===== src/rtl/pwm_phase_pkg.sv =====
package pwm_phase_pkg;

    localparam int CFG_W     = 8;
    localparam int FIELD_W   = 2;
    localparam int RST_PER   = 10;
    localparam int RST_WID   = 7;
    localparam int RST_OFS   = 0;

    typedef enum logic [FIELD_W-1:0] {
        FLD_PERIOD = 2'd0,
        FLD_WIDTH  = 2'd1,
        FLD_OFFSET = 2'd2,
        FLD_NONE   = 2'd3
    } cfg_field_e;

    typedef enum logic {
        PH_WAIT = 1'b0,
        PH_RUN  = 1'b1
    } phase_state_e;

    typedef struct packed {
        logic [CFG_W-1:0] period;
        logic [CFG_W-1:0] width;
        logic [CFG_W-1:0] offset;
    } chan_cfg_t;

    localparam chan_cfg_t CFG_RESET = '{
        period: CFG_W'(RST_PER),
        width:  CFG_W'(RST_WID),
        offset: CFG_W'(RST_OFS)
    };

    // Output level for a started channel at a given count.
    function automatic logic pwm_level(input logic [CFG_W-1:0] cnt,
                                       input chan_cfg_t cfg);
        return (cfg.period != '0) && (cnt < cfg.width);
    endfunction

endpackage


===== src/rtl/pwm_sync_fall.sv =====
module pwm_sync_fall #(
    parameter int STAGES = 2
) (
    input  logic clk,
    input  logic rst,
    input  logic async_i,
    output logic fall_o
);
    logic [STAGES-1:0] sync_q;
    logic              prev_q;

    always_ff @(posedge clk) begin
        if (rst) begin
            sync_q <= '0;
            prev_q <= 1'b0;
        end else begin
            sync_q <= {sync_q[STAGES-2:0], async_i};
            prev_q <= sync_q[STAGES-1];
        end
    end

    assign fall_o = prev_q & ~sync_q[STAGES-1];

endmodule


===== src/rtl/pwm_phase_ctrl.sv =====
module pwm_phase_ctrl
    import pwm_phase_pkg::*;
(
    input  logic             clk,
    input  logic             rst,
    input  logic             load_i,
    input  logic             mode_i,
    input  logic             fall_i,
    output logic             run_o,
    output logic [CFG_W-1:0] ofs_o
);
    phase_state_e     state_q;
    logic [CFG_W-1:0] ofs_q;

    always_ff @(posedge clk) begin
        if (rst || load_i) begin
            state_q <= mode_i ? PH_WAIT : PH_RUN;
            ofs_q   <= '0;
        end else if (state_q == PH_WAIT) begin
            if (fall_i) begin
                state_q <= PH_RUN;
                ofs_q   <= '0;
            end
        end else if (ofs_q != '1) begin
            ofs_q <= ofs_q + CFG_W'(1);
        end
    end

    assign run_o = (state_q == PH_RUN);
    assign ofs_o = ofs_q;

    AST_RELEASE_ON_FALL: assert property (@(posedge clk) disable iff (rst)
        (!$past(rst) && !$past(load_i) && $past(state_q == PH_WAIT) && state_q == PH_RUN)
        |-> $past(fall_i));

    AST_OFS_MONO: assert property (@(posedge clk) disable iff (rst)
        (!$past(rst) && !$past(load_i) && $past(run_o) && run_o)
        |-> ofs_q >= $past(ofs_q));

endmodule


===== src/rtl/pwm_channel.sv =====
module pwm_channel
    import pwm_phase_pkg::*;
(
    input  logic             clk,
    input  logic             rst,
    input  logic             wr_en,
    input  cfg_field_e       wr_field,
    input  logic [CFG_W-1:0] wr_data,
    input  logic             load_i,
    input  logic             run_i,
    input  logic [CFG_W-1:0] ofs_i,
    output logic             pwm_o
);
    chan_cfg_t        shadow_q;
    chan_cfg_t        active_q;
    logic             started_q;
    logic [CFG_W-1:0] cnt_q;
    logic             wrap;

    assign wrap = ({1'b0, cnt_q} + (CFG_W+1)'(1)) >= {1'b0, active_q.period};

    always_ff @(posedge clk) begin
        if (rst) begin
            shadow_q  <= CFG_RESET;
            active_q  <= CFG_RESET;
            started_q <= 1'b0;
            cnt_q     <= '0;
        end else begin
            if (wr_en) begin
                case (wr_field)
                    FLD_PERIOD: shadow_q.period <= wr_data;
                    FLD_WIDTH:  shadow_q.width  <= wr_data;
                    FLD_OFFSET: shadow_q.offset <= wr_data;
                    default:    ;
                endcase
            end
            if (load_i) begin
                active_q  <= shadow_q;
                started_q <= 1'b0;
                cnt_q     <= '0;
            end else if (run_i) begin
                if (!started_q) begin
                    if (ofs_i == active_q.offset) started_q <= 1'b1;
                    cnt_q <= '0;
                end else begin
                    cnt_q <= wrap ? '0 : cnt_q + CFG_W'(1);
                end
            end
        end
    end

    assign pwm_o = started_q && pwm_level(cnt_q, active_q);

    AST_CNT_RANGE: assert property (@(posedge clk) disable iff (rst)
        (active_q.period != '0) |-> (cnt_q < active_q.period));

    AST_START_AT_OFFSET: assert property (@(posedge clk) disable iff (rst)
        (!$past(rst) && $rose(started_q))
        |-> ($past(run_i) && $past(ofs_i) == active_q.offset));

endmodule


===== src/rtl/pwm_phase_gen.sv =====
module pwm_phase_gen
    import pwm_phase_pkg::*;
#(
    parameter int N_CH        = 4,
    parameter int SYNC_STAGES = 2
) (
    input  logic                                 clk,
    input  logic                                 rst,
    input  logic                                 cfg_we,
    input  logic [((N_CH > 1) ? $clog2(N_CH) : 1)-1:0] cfg_chan,
    input  logic [FIELD_W-1:0]                   cfg_field,
    input  logic [CFG_W-1:0]                     cfg_data,
    input  logic                                 cfg_load,
    input  logic                                 sync_mode_en,
    input  logic                                 ext_sync,
    output logic [N_CH-1:0]                      pwm_out
);
    localparam int CH_W = (N_CH > 1) ? $clog2(N_CH) : 1;

    logic             sync_fall;
    logic             run;
    logic [CFG_W-1:0] ofs;

    pwm_sync_fall #(.STAGES(SYNC_STAGES)) u_sync (
        .clk     (clk),
        .rst     (rst),
        .async_i (ext_sync),
        .fall_o  (sync_fall)
    );

    pwm_phase_ctrl u_phase (
        .clk    (clk),
        .rst    (rst),
        .load_i (cfg_load),
        .mode_i (sync_mode_en),
        .fall_i (sync_fall),
        .run_o  (run),
        .ofs_o  (ofs)
    );

    for (genvar i = 0; i < N_CH; i++) begin : g_ch
        pwm_channel u_ch (
            .clk      (clk),
            .rst      (rst),
            .wr_en    (cfg_we && (cfg_chan == CH_W'(i))),
            .wr_field (cfg_field_e'(cfg_field)),
            .wr_data  (cfg_data),
            .load_i   (cfg_load),
            .run_i    (run),
            .ofs_i    (ofs),
            .pwm_o    (pwm_out[i])
        );
    end

    AST_WAIT_LOW: assert property (@(posedge clk) disable iff (rst)
        !run |-> (pwm_out == '0));

endmodule


===== config.mk =====
export PLATFORM = sky130hd
export DESIGN_NAME = pwm_phase_gen
export DESIGN_NICKNAME = d
export VERILOG_FILES = /design/src/rtl/pwm_phase_pkg.sv /design/src/rtl/pwm_sync_fall.sv /design/src/rtl/pwm_phase_ctrl.sv /design/src/rtl/pwm_channel.sv /design/src/rtl/pwm_phase_gen.sv
export SDC_FILE = /design/constraint.sdc
export NUM_CORES = 1
export LEC_CHECK = 0
export BUFFER_PORTS_ARGS = -buffer_cell sky130_fd_sc_hd__buf_2
export CORE_ASPECT_RATIO = 0.6
export CORE_MARGIN = 4
export CORE_UTILIZATION = 60
export DETAILED_ROUTE_END_ITERATION = 10
export GPL_TIMING_DRIVEN = 0
export PLACE_DENSITY = 0.77
export SETUP_SLACK_MARGIN = 0.5
export SLEW_MARGIN = 25
export SYNTH_ARGS = -nofsm -noshare
export SYNTH_HDL_FRONTEND = slang
export SYNTH_SLANG_ARGS = --single-unit

===== constraint.sdc =====
create_clock -name clk -period 3.5 [get_ports clk]
set_input_delay 0.525 -clock clk [delete_from_list [all_inputs] [get_ports clk]]
set_output_delay 0.525 -clock clk [all_outputs]
set_load 0.02 [all_outputs]

# Word level (Yosys, flattened, before mapping)
# Index checks and enable logic that the tools add are counted.
[totals]
wordCells = 123
regBits = 240
input_bits = 18
out_inout_bits = 4
[classes]
n_lt_le_gt_ge = 8
muxes = 23
n_eq_ne = 11
bitwise_logic = 2
reduce_logical = 34
add_sub_neg = 9
[op_table]
columns = ["operator", "n"]
rows = [
  ["$mux 8", 11],
  ["$add 8x1->8 const B", 5],
  ["$add 8x1->9 const B", 4],
  ["$ge 9x8->1", 4],
  ["$eq 8x8->1", 4],
  ["$lt 8x8->1", 4],
  ["$reduce_bool 8->1", 4],
  ["$reduce_and 2->1", 13],
  ["$logic_and 1x1->1", 12],
  ["$mux 1", 12],
  ["$ne 8x8->1 const B", 1],
  ["$eq 2x2->1 const B", 3],
  ["$eq 2x1->1 const B", 2],
  ["$logic_not 2->1", 2],
  ["$ne 2x2->1 const B", 1],
  ["$reduce_bool 2->1", 1],
  ["$reduce_or 2->1", 1],
  ["$and 1x1->1", 1],
  ["$logic_or 1x1->1", 1],
  ["$not 1->1", 1],
]

# Logic depth before layout (Yosys ltp)
# Gate-level depths: netlist (run 1).
[depth]
ltp_word = 5
depth_mapped = 11
mapped_depth_nobuf = 11

# Cells and area by module
# A second synthesis (run 1) with hierarchy kept.
[unflattened]
cells_unflattened = 1209
hier_area_um2 = 11249.5
[by_module_without_submodules]
columns = ["mod", "cells_each", "n_inst", "area_per_inst_um2"]
rows = [
  ["pwm_channel (g_ch[0].u_ch ...)", 283, 3, 2662.6],
  ["pwm_channel (g_ch[2].u_ch)", 293, 1, 2656.3],
  ["pwm_phase_ctrl", 56, 1, 480.5],
  ["pwm_sync_fall", 7, 1, 87.6],
  ["pwm_phase_gen", 4, 1, 37.5],
]

# Worst setup path before layout (run 1)
# Ideal clock, no wire load.
[synth_timing]
path_type = "flip-flop to flip-flop"
from = "register g_ch[2].u_ch.cnt_q[0]"
to = "register g_ch[2].u_ch.cnt_q[5]"
slack_ns = 0.774
arrival_time_ns = 2.652
required_ns = 3.426
period_less_slack_ns = 2.726
stages_incl_launch_ff = 12
path_cell_list = "dfxtp_1 > ha_1 > nand3_1 > or2_2 > and2_1 > or2_2 > ha_1 > a211oi_1 > nand2_1 > a21oi_1 > a31oi_1 > o21ai_0"
[synth_between]
elab_chain_cells = 4
word_cells_on_any_way = 5
classes_between = "2 x add/sub; 1 x order compare; 2 x mux"
[synth_lines]
columns = ["element", "line_no", "rtl"]
rows = [
  ["from (decl)", "pwm_channel.sv:17", "logic [CFG_W-1:0] cnt_q;"],
  ["from (signal assigned)", "pwm_channel.sv:46", "cnt_q <= wrap ? '0 : cnt_q + CFG_W'(1);"],
  ["$add 8x1->9", "pwm_channel.sv:20", "assign wrap = ({1'b0, cnt_q} + (CFG_W+1)'(1)) >= {1'b0, active_q.period};"],
  ["$ge 9x8->1", "pwm_channel.sv:20", ""],
  ["$mux 8 *", "pwm_channel.sv:46", ""],
  ["$mux 8 *", "pwm_channel.sv:42", "if (!started_q) begin"],
]
# Mark *: on every way between the ends. The rest lies on a longest branch, timed or not.
# A chain may end at the register's enable or synchronous reset.

# Worst setup path in the final report (run 1)
[layout_timing]
from = "register g_ch[2].u_ch.cnt_q[0]"
to = "register g_ch[2].u_ch.cnt_q[3]"
# Same word-level chain as after synthesis.

==> results of run 1 <==
-- Yosys cell counts (9+ instances only) --
cell,number
o211ai_1,18
inv_1,68
ha_1,65
a21oi_1,15
buf_1,10
nand2_1,83
mux2i_1,177
xnor2_1,31
a211oi_1,14
or2_2,9
nand3_1,21
o21ai_0,16
a21o_1,9
nor4_1,13
xor2_1,23
a22o_1,10
nor2_1,180
dfxtp_1,240
nand2b_1,17
clkbuf_1,50
-- layout by cell type, fill, tap and decap left out, types with 14 or more instances in the layout --
cell type  synthesis  layout
a21oi_1           15      14
buf_2              1      21
clkbuf_1          50      53
clkbuf_16          0      23
dfxtp_1          240     237
ha_1              65      64
inv_1             68      68
mux2i_1          177     177
nand2_1           83      83
nand2b_1          17      17
nand3_1           21      21
nor2_1           180     179
o211ai_1          18      18
o21ai_0           16      15
xnor2_1           31      31
xor2_1            23      23
-- cells by family (layout without fill, tap and decap cells) --
kind of cell	count (synthesis)	in the layout	synth area share
AO/OA/AOI/OAI	125	125	0.0863
flip-flops	240	240	0.439
buffers and inverters	133	195	0.0471
multiplexers	177	177	0.162
XOR/XNOR	54	54	0.0432
AND/OR/NAND/NOR	367	367	0.149
adder cells (fa/ha/maj)	65	65	0.0742
-- per-layer routing --
metal / track usage / vias up / share of wire
li1: - / 4071 / -
met1: 0.391 / 4049 / 0.50
met2: 0.391 / 251 / 0.42
met3: 0.0424 / 42 / 0.064
met4: 0.0530 / 0 / 0.020
met5: 0 / - / 0
-- worst paths after layout --
path,endpoint,slack [ns],cells after the start
worst max-delay path,g_ch[2].u_ch.cnt_q[3],0.66,11
worst min-delay path,u_phase.run_o,0.21,2
worst max register to register,g_ch[2].u_ch.cnt_q[3],0.66,11
worst min register to register,u_sync.sync_q[1],0.44,1
-- state kept, by name (all words and copies together), names as in the netlist --
register and flops:
g_ch.u_ch.active_q 96, g_ch.u_ch.shadow_q 96, g_ch.u_ch.cnt_q 32, u_phase.ofs_o 8, g_ch.u_ch.started_q 4, u_sync.sync_q 2
u_phase.run_o 1, u_sync.prev_q 1
-- worst register-to-register path, stage by stage, from the launching register on --
cell and delay (ns):
dfxtp_4 0.39, ha_1 0.20, nand3_1 0.15, or2_2 0.34, and2_1 0.17, or2_2 0.31, ha_1 0.29, o21ai_0 0.08
nor2_1 0.24, nand4_1 0.12, buf_4 0.19, a32o_1 0.25
-- what timing repair did --
| action | in CTS | in global routing |
|---|---|---|
| gates resized for setup | 1 | 10 |
| setup buffers | 2 | 2 |
| setup endpoints to repair | 13 | 15 |
| pin swaps | 2 | 3 |
-- power breakdown --
| part | internal, mW | switching (mW) |
|---|---|---|
| combinational | 0.109 | 0.220 |
| clock | 1.30 | 1.02 |
| sequential | 2.77 | 0.0235 |
-- layout make-up --
class                           instances  area [µm²]  area share
Buffer                                 65         260      0.0215
Timing Repair Buffer                   24         130      0.0107
Inverter                               68         255      0.0211
Clock inverter                          7        37.5     0.00310
Clock buffer                           31         656      0.0542
Multi-Input combinational cell        788        5660       0.468
Sequential cell                       240        4810       0.397
Tap cell                              234         293      0.0242
-- through the flow --
step | hold slack, ns | cells
after floorplan | 0.414 | 1161
after global placement | 0.422 | 1415
after detailed placement | 0.428 | 1415
after CTS | 0.196 | 1455
after global routing | 0.207 | 1457
final | 0.211 | 1457
==> results.sh, run 1 <==
export IMPL_final_antenna_net_count=0
export IMPL_pin_count_of_the_biggest_net_entering_global_routing=16
export IMPL_cts_max_level=1
export IMPL_vias=8413
export IMPL_async_flop_share=0
export IMPL_layout_cell_share_with_drive_strength_beyond_1=0.0703
export IMPL_antenna_cell_count=0
export IMPL_critical_path_sink_type="register"
export IMPL_globalplace_congestion=0.871
export IMPL_cpMaxStageDelayCell="dfxtp_4"
export IMPL_start_kind="register"
export IMPL_fp_dieArea_um2=20600
export IMPL_max_vdd_ir_drop_mv=0.373
export IMPL_place_detailed_hpwl_mm=18.6
export IMPL_final_min_clock_period_ns=2.84
export IMPL_yosys_area_top_type="dfxtp_1"
export IMPL_drv_slew=0
export IMPL_wl_mm=26.7
export IMPL_drt_wirelength_per_cell_um=18.3
export IMPL_clk_pin_slew_worst_paths_ns=0.06
export IMPL_hold_viol_final=0
export IMPL_worst_path_max_fanout=9
export IMPL_synth_top_cell_area_share=0.439
export IMPL_final_core_utilization=0.692
export IMPL_synthesis_area_um2=11000
export IMPL_yosys_most_used_dff="dfxtp_1"
export IMPL_grt_overflow=0
export IMPL_drt_iter0_drc=680
export IMPL_i_o_pin_cnt=22
export IMPL_cap_viol_max_count=0
export IMPL_clk_insertion_delay_late_ns=0.50
export IMPL_setup_viol_count_final=0
export IMPL_critical_path_class="reg -> reg"
export IMPL_detail_route_first_pass_iterations=5
export IMPL_worst_margin_pin_slew_ns=1.09
export IMPL_finalWorstSetupSlack_ns=0.663
export IMPL_finish_instance_area_um2=12100
export IMPL_floorplan_core_area_um2=17500
export IMPL_dp_worst_setup_slack_ns=0.270
export IMPL_synthesis_instances=1161
export IMPL_synth_seq_area_share=0.439
export IMPL_initial_utilization=0.626
export IMPL_antenna_found_initial=0
export IMPL_rows=37
export IMPL_critical_path_top_delay_family="simple AND/OR/NAND/NOR gates"
export IMPL_finClkSkew_ns=0.00868
export IMPL_worstPathArrival_ns=3.22
export IMPL_synth_enable_flop_cells=0
export IMPL_drc=0
export IMPL_worst_hold_path_type="in -> reg"
export IMPL_buffer_ports_inserted=20
export IMPL_cts_made_buffers=22
export IMPL_holdCritStartpoint="sync_mode_en"
export IMPL_synth_yosys_warnings=0
export IMPL_chipWidth_um=182
export IMPL_detail_route_vias_per_cell=5.77
export IMPL_grt_pass1_wl_mm=43.1
export IMPL_cts_root_buffer="clkbuf_16"
export IMPL_fmax_mhz=352
export IMPL_cts_root_to_sink_buffers=3
export IMPL_avgSynthCellArea_um2=9.44
export IMPL_critical_path_max_stage_delay_ns=0.39
export IMPL_power_per_cell_area_nw_per_um2=450
export IMPL_grt_setup_unrepaired="no"
export IMPL_groute_usage_overall=0.259
export IMPL_timing_slew_headroom=0.267
export IMPL_result_of_the_run="finished, final reports clean"
export IMPL_crit_chain="ha_1 > nand3_1 > or2_2 > and2_1 > or2_2 > ha_1 > o21ai_0 > nor2_1 > nand4_1 > buf_4 > a32o_1"
export IMPL_area_growth_syn_to_layout_pct=10.5
export IMPL_floorplan_die_height_um=113
export IMPL_post_synth_num_cell_types=49
export IMPL_p_leak_nw=5.45
export IMPL_finalNetCount=1292
export IMPL_post_layout_total_power_mw=5.44
export IMPL_crit_start="g_ch[2].u_ch.cnt_q[0]"
export IMPL_worst_ep_required_time_ns=3.89
export IMPL_cts_hold_buffers=0
export IMPL_worst_r2r_startpoint="g_ch[2].u_ch.cnt_q[0]"
export IMPL_first_global_vias=8023
export IMPL_path_buf_inv=1
export IMPL_cts_tree="done"
export IMPL_synth_top_cells_by_area="dfxtp_1 (44%), mux2i_1 (16%), ha_1 (7.4%), nor2_1 (6.2%), nand2_1 (2.8%)"
export IMPL_clock_sinks=240
export IMPL_post_route_period_util=0.811
export IMPL_area_after_detailed_placement_um2=11300
export IMPL_synthesized_net_count=1244
export IMPL_timing_setup_tns_ns=0
export IMPL_ys_seq_elements=240
export IMPL_final_fill_count=1343
Power figures use the tool's default switching activity.
==> run 2, diff against run 1 <==
ABC_AREA = 1   (was unset)
CORE_UTILIZATION = 57   (was 60)
PLACE_DENSITY = 0.76   (was 0.77)
clock period = 2.5 ns   (was 3.5 ns; I/O delays follow)
==> run 2 against run 1 <==
  * Clock power increased by 50%
  * Total power is 50% higher
  * Routed wire length rose by 24%
  * Count of clock-buffer cells in the layout decreased by 4
  * First-iteration DRC count is 73% higher
  * Die area rose by 7.4%
  * Critical endpoint is now pwm_out[2]
==> results.sh, run 2 <==
export IMPL_worst_min_delay_path_endpoint="u_phase.run_o"
export IMPL_whs_path_depth=2
export IMPL_cts_hold_buffers=0
export IMPL_timing_setup_tns_ns=0
export IMPL_antenna_found_initial=0
export IMPL_cts_root_to_sink_buffers=3
export IMPL_fp_dieArea_um2=22100
export IMPL_detail_route_first_pass_iterations=6
export IMPL_final_antenna_net_count=0
export IMPL_fmax_mhz=421
export IMPL_layout_cell_share_with_drive_strength_beyond_1=0.188
export IMPL_synth_cells_most_frequent="nor2_1 (266), nand2_1 (257), dfxtp_1 (240)"
export IMPL_hold_viol_final=0
export IMPL_post_route_period_util=0.951
export IMPL_synth_yosys_warnings=0
export IMPL_final_fill_count=1571
export IMPL_cts_tree="done"
export IMPL_floorplan_die_height_um=117
export IMPL_avgSynthCellArea_um2=7.25
export IMPL_max_vdd_ir_drop_mv=0.479
export IMPL_global_route_peak_usage_layer="met2"
export IMPL_worst_margin_pin_slew_ns=0.954
export IMPL_buffer_ports_inserted=20
export IMPL_r2r_slack_ns=0.42
export IMPL_pin_count_of_the_biggest_net_entering_global_routing=16
export IMPL_synth_top_cells_by_area="dfxtp_1 (43%), nor2_1 (8.9%), nand2_1 (8.6%), o21ai_0 (7.9%), ha_1 (7.2%)"
export IMPL_multi_input_comb_area_um2=6190
export IMPL_crit_chain="ha_2 > a21oi_2 > nor2_2 > a211oi_2 > nand3_1 > nor2_1 > buf_4 > buf_6"
export IMPL_drt_wirelength_per_cell_um=17.4
export IMPL_first_global_vias=9862
export IMPL_grt_pass1_wl_mm=50.8
export IMPL_p_leak_nw=6.05
export IMPL_power_per_cell_area_nw_per_um2=604
export IMPL_cts_made_buffers=23
export IMPL_antenna_cell_count=0
export IMPL_floorplan_core_area_um2=19200
export IMPL_worst_reg2reg_endpoint="g_ch[0].u_ch.cnt_q[4]"
export IMPL_worst_path_max_fanout=5
export IMPL_worst_hold_path_type="in -> reg"
export IMPL_critical_path_sink_type="primary output"
export IMPL_synthesis_instances=1549
export IMPL_post_layout_total_power_mw=8.18
export IMPL_critical_path_max_stage_delay_ns=0.38
export IMPL_groute_usage_overall=0.288
export IMPL_drt_iter0_drc=1177
export IMPL_initial_utilization=0.585
export IMPL_cpMaxStageDelayCell="dfxtp_4"
export IMPL_cts_root_buffer="clkbuf_16"
export IMPL_final_min_clock_period_ns=2.38
export IMPL_drv_slew=0
export IMPL_worst_r2r_startpoint="g_ch[0].u_ch.cnt_q[1]"
export IMPL_grt_setup_unrepaired="yes"
export IMPL_synth_enable_flop_cells=0
export IMPL_cap_viol_max_count=0
export IMPL_yosys_most_used_dff="dfxtp_1"
export IMPL_finClkSkew_ns=0.0154
export IMPL_i_o_pin_cnt=22
export IMPL_worstPathArrival_ns=2.00
export IMPL_result_of_the_run="finished, final reports clean"
export IMPL_grt_use_met3=0.0678
export IMPL_ys_seq_elements=240
export IMPL_post_synth_top_count_cell="nor2_1"
export IMPL_place_detailed_hpwl_mm=22.4
export IMPL_synth_seq_area_share=0.428
export IMPL_ff2ff_path_depth=14
export IMPL_async_flop_share=0
export IMPL_timing_slew_headroom=0.364
export IMPL_mostFrequentLayoutCell="nor2_1"
export IMPL_worst_ep_required_time_ns=2.12
export IMPL_chipWidth_um=189
export IMPL_drc=0
export IMPL_clk_pin_slew_worst_paths_ns=0.07
export IMPL_top_regs="g_ch.u_ch.active_q x96, g_ch.u_ch.shadow_q x96, g_ch.u_ch.cnt_q x32"
export IMPL_commonest_cells_after_routing_fill_and_taps_aside="nor2_1 (254), nand2_1 (242), dfxtp_1 (200)"
export IMPL_area_growth_syn_to_layout_pct=20.6
export IMPL_synthesized_net_count=1632
export IMPL_wl_mm=33.1
export IMPL_synthesis_area_um2=11200
export IMPL_cts_max_level=1
export IMPL_critical_path_class="reg -> out"
export IMPL_clk_insertion_delay_late_ns=0.52
export IMPL_clock_sinks=240
export IMPL_globalRouteMet1Util=0.415
export IMPL_post_synth_num_cell_types=36
export IMPL_setup_viol_count_final=0
export IMPL_finalNetCount=1709
export IMPL_met2_track_utilization_from_global_routing=0.435
export IMPL_grt_overflow=0
export IMPL_vias=10700
export IMPL_start_kind="register"
export IMPL_ff_latch_area_um2=4910
export IMPL_globalplace_congestion=0.944
export IMPL_holdCritStartpoint="sync_mode_en"
export IMPL_synth_top_cell_area_share=0.428
export IMPL_yosys_area_top_type="dfxtp_1"
export IMPL_rows=39
export IMPL_detail_route_vias_per_cell=5.61
## run 2: changes by cell type in the layout (fill, tap and decap cells not counted), sizes merged, moves of 17 or more
cell,before,now
a21oi,15,112
buf,39,84
clkbuf,81,60
inv,68,181
mux2i,177,0
nand2,83,259
nand2b,17,0
nand3,21,99
nor2,180,281
o21ai,18,177
xnor2,31,13
## run 2: through the flow
stage	hold WS, ns	worst slack [ns]	instances	utilization	cell area [µm²]
5_1_grt	0.0567	0.0274	1907	0.706	13500
4_1_cts	0.0557	0.111	1891	0.673	12900
6_report	0.0648	0.123	1907	0.706	13500
3_5_place_dp	0.400	0.198	1835	0.608	11700
3_3_place_gp	0.390	0.210	1835	0.608	11700
2_1_floorplan	0.388	0.585	1549	-	11200
## run 2: power breakdown
part | internal (mW) | switching, mW
Sequential | 3.92 | 0.0654
Clock | 1.96 | 1.54
Combinational | 0.211 | 0.474
## run 2: cells by family (layout without fill, tap and decap cells)
family | count (synthesis) | in the layout | synth area share
and+or+nand+nor | 663 | 663 | 0.249
AOI/OAI and AO/OA | 305 | 305 | 0.140
buffers and inverters | 248 | 340 | 0.0886
DFF | 240 | 240 | 0.428
adders and majority gates | 65 | 65 | 0.0725
xor gates and xnor gates | 28 | 28 | 0.0218
## run 2: critical path: cells and delay by family, from the launching register on
kind	cells	cell delay, ns
simple gates	3	0.29
compound gates	2	0.37
fa+ha+maj	1	0.20
flops	1	0.38
buf+inv	2	0.24
## run 2: final cells by class
cell class	instances	area share
Sequential cell	240	0.363
Clock buffer	27	0.0451
Multi-Input combinational cell	1061	0.457
Clock inverter	13	0.00970
Tap cell	266	0.0246
Inverter	183	0.0509
Buffer	65	0.0227
Timing Repair Buffer	52	0.0275
## run 2: how the worst max path moves through the flow
stage                     startpoint               endpoint  slack [ns]  depth (start not counted)
6_report       g_ch[2].u_ch.cnt_q[4]             pwm_out[2]        0.12                          8
2_1_floorplan  g_ch[0].u_ch.cnt_q[0]  g_ch[0].u_ch.cnt_q[0]        0.59                         11
4_1_cts        g_ch[3].u_ch.cnt_q[5]             pwm_out[3]        0.11                          8
3_3_place_gp   g_ch[2].u_ch.cnt_q[0]  g_ch[2].u_ch.cnt_q[6]        0.21                         14
3_5_place_dp   g_ch[2].u_ch.cnt_q[0]  g_ch[2].u_ch.cnt_q[1]        0.20                         14
5_1_grt        g_ch[2].u_ch.cnt_q[4]             pwm_out[2]        0.03                          8
## run 2: timing repair
| item | in CTS | in global routing |
|---|---|---|
| endpoints found under the setup margin | 36 | 36 |
| resized for setup | 108 | 110 |
| buffers inserted | 16 | 16 |
| pin swaps | 26 | 48 |
## run 2: routing by layer
metal  wire (µm)  part of all wire  vias up
met5           0                 0        -
met2       14200              0.43      521
met4         866             0.026        0
met1       14700              0.44     4968
met3        3410              0.10       80
li1            -                 -     5131
